**config.mk**
```make
export PLATFORM = sky130hd
export DESIGN_NAME = dsadc_ctrl
export DESIGN_NICKNAME = d
export VERILOG_FILES = /design/src/rtl/dsadc_pkg.sv /design/src/rtl/dsadc_seq.sv /design/src/rtl/dsadc_capture.sv /design/src/rtl/dsadc_ctrl.sv
export SDC_FILE = /design/constraint.sdc
export NUM_CORES = 1
export LEC_CHECK = 0
export CAP_MARGIN = 25
export CORE_ASPECT_RATIO = 1.1
export CORE_MARGIN = 2
export CORE_UTILIZATION = 55
export DETAILED_ROUTE_END_ITERATION = 10
export PLACE_DENSITY = 0.86
export SLEW_MARGIN = 10
export SYNTH_ARGS = -nofsm -noshare
export SYNTH_HDL_FRONTEND = slang
export SYNTH_SLANG_ARGS = --single-unit
```
**constraint.sdc**
```tcl
create_clock -name clk -period 6.05 [get_ports clk]
set_clock_uncertainty 0.15 [all_clocks]
set_input_delay 0.9075 -clock clk [delete_from_list [all_inputs] [get_ports clk]]
set_output_delay 0.9075 -clock clk [all_outputs]
set_load 0.01 [all_outputs]
```
**src/rtl/dsadc_pkg.sv**
```systemverilog
package dsadc_pkg;
  typedef enum logic [1:0] {
    PH_IDLE   = 2'd0,
    PH_ZERO   = 2'd1,
    PH_CHARGE = 2'd2,
    PH_DISCH  = 2'd3
  } phase_e;
endpackage

```
**src/rtl/dsadc_seq.sv**
```systemverilog
module dsadc_seq
  import dsadc_pkg::*;
#(
  parameter int RES_BITS  = 12,
  parameter int AZ_CYCLES = 8,
  parameter int CNT_W     = RES_BITS + 2
) (
  input  logic             clk,
  input  logic             rst,
  input  logic             start_i,
  input  logic             cmp_i,
  output phase_e           phase_o,
  output logic [CNT_W-1:0] tick_o,
  output logic             finish_o,
  output logic             trip_o
);
  // Last tick index of each timed phase.
  function automatic logic [CNT_W-1:0] phase_last(input phase_e ph);
    case (ph)
      PH_ZERO:   return CNT_W'(AZ_CYCLES - 1);
      PH_CHARGE: return CNT_W'((2 ** RES_BITS) - 1);
      PH_DISCH:  return CNT_W'(2 ** RES_BITS);
      default:   return '0;
    endcase
  endfunction

  phase_e           phase_q;
  logic [CNT_W-1:0] tick_q;
  logic             at_last;

  assign at_last  = (tick_q == phase_last(phase_q));
  assign trip_o   = (phase_q == PH_DISCH) && cmp_i;
  assign finish_o = (phase_q == PH_DISCH) && (cmp_i || at_last);
  assign phase_o  = phase_q;
  assign tick_o   = tick_q;

  always_ff @(posedge clk) begin
    if (rst) begin
      phase_q <= PH_IDLE;
      tick_q  <= '0;
    end else begin
      case (phase_q)
        PH_IDLE: begin
          tick_q <= '0;
          if (start_i) phase_q <= PH_ZERO;
        end
        PH_ZERO, PH_CHARGE: begin
          if (at_last) begin
            tick_q  <= '0;
            phase_q <= (phase_q == PH_ZERO) ? PH_CHARGE : PH_DISCH;
          end else begin
            tick_q <= tick_q + 1'b1;
          end
        end
        default: begin
          if (finish_o) begin
            tick_q  <= '0;
            phase_q <= PH_IDLE;
          end else begin
            tick_q <= tick_q + 1'b1;
          end
        end
      endcase
    end
  end


  start_ignored_chk: assert property (@(posedge clk) disable iff (rst)
    (phase_q != PH_IDLE && !finish_o && start_i) |=> (phase_q != PH_IDLE));


  charge_tick_chk: assert property (@(posedge clk) disable iff (rst)
    (phase_q == PH_CHARGE) |-> (tick_q < CNT_W'(2 ** RES_BITS)));


  disch_bound_chk: assert property (@(posedge clk) disable iff (rst)
    (phase_q == PH_DISCH) |-> (tick_q <= CNT_W'(2 ** RES_BITS)));
endmodule

```
**src/rtl/dsadc_capture.sv**
```systemverilog
module dsadc_capture #(
  parameter int RES_BITS = 12,
  parameter int CNT_W    = RES_BITS + 2
) (
  input  logic                clk,
  input  logic                rst,
  input  logic                finish_i,
  input  logic                trip_i,
  input  logic [CNT_W-1:0]    tick_i,
  output logic [RES_BITS-1:0] result_o,
  output logic                ovr_o,
  output logic                done_o
);
  localparam logic [RES_BITS-1:0] FULL = '1;

  // Clamp a discharge count to the result width.
  function automatic logic [RES_BITS-1:0] clamp_count(input logic [CNT_W-1:0] n);
    if (n > CNT_W'(FULL)) return FULL;
    return n[RES_BITS-1:0];
  endfunction

  always_ff @(posedge clk) begin
    if (rst) begin
      result_o <= '0;
      ovr_o    <= 1'b0;
      done_o   <= 1'b0;
    end else begin
      done_o <= finish_i;
      if (finish_i) begin
        result_o <= trip_i ? clamp_count(tick_i) : FULL;
        ovr_o    <= !trip_i;
      end
    end
  end


  done_pulse_chk: assert property (@(posedge clk) disable iff (rst)
    done_o |=> !done_o);


  result_hold_chk: assert property (@(posedge clk) disable iff (rst)
    !finish_i |=> $stable(result_o) && $stable(ovr_o));


  ovr_saturate_chk: assert property (@(posedge clk) disable iff (rst)
    (done_o && ovr_o) |-> (result_o == FULL));
endmodule

```
**src/rtl/dsadc_ctrl.sv**
```systemverilog
module dsadc_ctrl
  import dsadc_pkg::*;
#(
  parameter int RES_BITS  = 12,
  parameter int AZ_CYCLES = 8
) (
  input  logic                clk,
  input  logic                rst,
  input  logic                start_i,
  input  logic                cmp_i,
  output logic                sw_zero_o,
  output logic                sw_input_o,
  output logic                sw_ref_o,
  output logic                busy_o,
  output logic                done_o,
  output logic [RES_BITS-1:0] result_o,
  output logic                ovr_o
);
  localparam int AZ_W  = $clog2(AZ_CYCLES + 1) + 1;
  localparam int CNT_W = (RES_BITS + 2 > AZ_W) ? RES_BITS + 2 : AZ_W;

  phase_e           phase;
  logic [CNT_W-1:0] tick;
  logic             finish_evt;
  logic             trip_evt;

  dsadc_seq #(
    .RES_BITS (RES_BITS),
    .AZ_CYCLES(AZ_CYCLES),
    .CNT_W    (CNT_W)
  ) u_seq (
    .clk     (clk),
    .rst     (rst),
    .start_i (start_i),
    .cmp_i   (cmp_i),
    .phase_o (phase),
    .tick_o  (tick),
    .finish_o(finish_evt),
    .trip_o  (trip_evt)
  );

  dsadc_capture #(
    .RES_BITS(RES_BITS),
    .CNT_W   (CNT_W)
  ) u_cap (
    .clk     (clk),
    .rst     (rst),
    .finish_i(finish_evt),
    .trip_i  (trip_evt),
    .tick_i  (tick),
    .result_o(result_o),
    .ovr_o   (ovr_o),
    .done_o  (done_o)
  );

  assign sw_zero_o  = (phase == PH_ZERO);
  assign sw_input_o = (phase == PH_CHARGE);
  assign sw_ref_o   = (phase == PH_DISCH);
  assign busy_o     = (phase != PH_IDLE);


  switch_onehot_chk: assert property (@(posedge clk) disable iff (rst)
    $onehot0({sw_zero_o, sw_input_o, sw_ref_o}));


  busy_switch_chk: assert property (@(posedge clk) disable iff (rst)
    busy_o == (sw_zero_o || sw_input_o || sw_ref_o));


  charge_from_zero_chk: assert property (@(posedge clk) disable iff (rst)
    $rose(sw_input_o) |-> $past(sw_zero_o));


  done_after_ref_chk: assert property (@(posedge clk) disable iff (rst)
    done_o |-> $past(sw_ref_o));


  reset_idle_chk: assert property (@(posedge clk)
    rst |=> (!busy_o && !done_o && !ovr_o));
endmodule

```
==> results.ini <==
[status]
status=finished, final reports clean

[clocking]
postCtsHoldBufs=0
cts_buffers=5
cts_tree=done
post_cts_buffers=0
cts_root_buffer=clkbuf_4
htree_levels=2
cts.reportedPaths.clkPinSlew_ns=0.10
post_cts_resized=0
clock_tree.buffer_depth=2
cts_num_sinks=30
clk_latency_ns=0.33

[setup_path]
crit_path_max_fanout=8
required_ns=6.13
critical_path.startpoint=u_seq.phase_o[1]
worstSetupStartpointType=register
reg2reg_depth=8
critPathCapture=u_seq.tick_o[10]
rr_startpoint=u_seq.phase_o[1]
ff2ff_setup_slack_ns=3.22
worstReg2RegEnd=u_seq.tick_o[10]
worstSetupPathType=register to register
endpoint_kind=register
arrival_ns=2.91

[route]
dr.pass1.iters=4
initialDrtViolationCount=21
wl_met2_um=1280
wl_met3_um=117
wire_per_inst_um=14.0
vias_per_cell=5.85
met1_length_um=1200
drtAntennaViolNets=0
drc=0
vias=1117
top_layer_used=met4
drt_wl_total_um=2680

[timing]
hold_viol_final=0
min_period_over_period_pct=46.8
tightestPinTransition_ns=0.598
rsz0062_at_grt=no
slew_viol_final=0
slew-limit-headroom_pct=59.9
min_period_ns=2.83
timing.hold.ws_ns=0.337
max_freq_mhz=353
setup_slack_ns=3.22
tns_ns=0
setup-violations-final=0

[die]
rows=18
coreArea_um2=2300
io_pins=22
die_area_um2=2870
die_x_um=51.2
die_h_um=56.0
start_util_pct=58.8

[global_route]
first_global_vias=1023
antenna_found_initial=0
grt_start_max_net_pins=15
grt_pass1_wl_um=4490
track_usage_pct=20.9
overflow=0

[power]
power.switching_mw=0.220
combPwrFrac_pct=42.5
p_sw_share_pct=35.0
pwr-share-clk_pct=19.9
p_int_mw=0.408
power_per_cell_area_nw_per_um2=384
seq_power_share_pct=37.7
leakage_nw=0.594
peakVddDrop_mv=0.303

[finish]
final_common_cell=dfxtp_1
drive_above_1_share_pct=15.5
diodes=0
layout_common_cells=30 x dfxtp_1, 23 x nor2_1, 21 x clkdlybuf4s50_1, 12 x o221a_2
postLayoutCoreUtil_pct=71.2
final_nets=169
design_area_um2=1640
area_delta_synth_final_pct=21.1

[synthesis]
yosys.cell_types.count=30
synthCells=136
synth_enable_flop_cells=0
yosys_most_used_dff=dfxtp_1
ys_ff_latch=30
seq_area_frac_synth_pct=44.5
postSynthAreaPerCell_um2=9.93
synthArstFlopShare_pct=0
ys_warn_count=0
syn_nets=145
synth_area_um2=1350

[worst_hold_path]
min_path_type=register to register
hp-start=u_cap.ovr_o

[run]
drv_cap=0

[placed_design]
place.port_buffers=21
hpwl_um=1950
place_congestion=0.795
placed_area_um2=1570
place_ws_ns=3.19

[how the worst min path moves through the flow]
stage	cells past startpoint	end	slack, ns
CTS	1	u_cap.ovr_o	0.34
global placement	1	u_cap.ovr_o	0.31
detailed placement	1	u_cap.ovr_o	0.32
floorplan	1	u_seq.tick_o[0]	0.29
finish	1	u_cap.ovr_o	0.34
global route	1	u_cap.ovr_o	0.36
[routing by layer]
metal,vias up,global-route usage [%]
met5,-,0
met4,0,12.4
met3,8,6.99
met2,30,32.8
met1,543,24.2
li1,536,-
[registers in the layout, summed over array words and instances, names as in the netlist]
| signal | count |
|---|---|
| u_cap.done_o | 1 |
| u_cap.ovr_o | 1 |
| u_cap.result_o | 12 |
| u_seq.phase_o | 2 |
| u_seq.tick_o | 14 |
[stage by stage]
step	power, mW	cells
detailed placement	0.503	182
global placement	0.490	182
finish	0.628	191
floorplan	0.429	136
global route	0.667	191
CTS	0.628	190
[synth_stat cells, types with 2 or more instances]
cell | count | area share [%]
o221a_2 | 12 | 10
nand2_1 | 5 | 1.4
nor3_1 | 5 | 1.9
dfxtp_1 | 30 | 44
nand3_1 | 9 | 3.3
a21oi_1 | 2 | 0.74
nor2_1 | 23 | 6.4
or4_1 | 2 | 1.1
and3_1 | 2 | 0.93
inv_1 | 7 | 1.9
xor2_1 | 9 | 5.8
ha_1 | 5 | 4.6
o211ai_1 | 2 | 1.1
clkbuf_1 | 3 | 0.83
xnor2_1 | 5 | 3.2
[critical path: stages, from the launching register on]
cell	delay, ns
dfxtp_1	0.41
inv_1	0.09
ha_1	0.37
or3_4	0.42
a2111oi_4	0.40
nand4_4	0.22
o211ai_1	0.34
buf_4	0.26
nor2_1	0.06
[area by class of cell]
| class | instances | area, µm² |
|---|---|---|
| Inverter | 7 | 26.3 |
| Fill cell | 186 | 662 |
| Clock inverter | 1 | 5.00 |
| Tap cell | 30 | 37.5 |
| Clock buffer | 7 | 55.1 |
| Sequential cell | 30 | 601 |
| Multi-Input combinational cell | 94 | 693 |
| Timing Repair Buffer | 22 | 218 |
[power groups by stage]
stage | registers, mW | clock network, mW | logic, mW
final | 0.237 | 0.125 | 0.267
after global routing | 0.240 | 0.135 | 0.292
after CTS | 0.236 | 0.128 | 0.263
after detailed placement | 0.241 | 0 | 0.262
after global placement | 0.239 | 0 | 0.251
after floorplan | 0.242 | 0 | 0.187
[logic make-up (layout without fill, tap and decap cells)]
group / after synthesis / after routing / share of synthesized area, %
adder cells (fa/ha/maj): 5 / 5 / 4.63
XOR/XNOR: 14 / 14 / 9.08
AO/OA/AOI/OAI: 24 / 24 / 18.4
AND/OR/NAND/NOR: 51 / 51 / 19.2
flip-flops: 30 / 30 / 44.5
buffers and inverters: 12 / 37 / 4.17
Note: power is estimated with default switching activity, not from simulation.
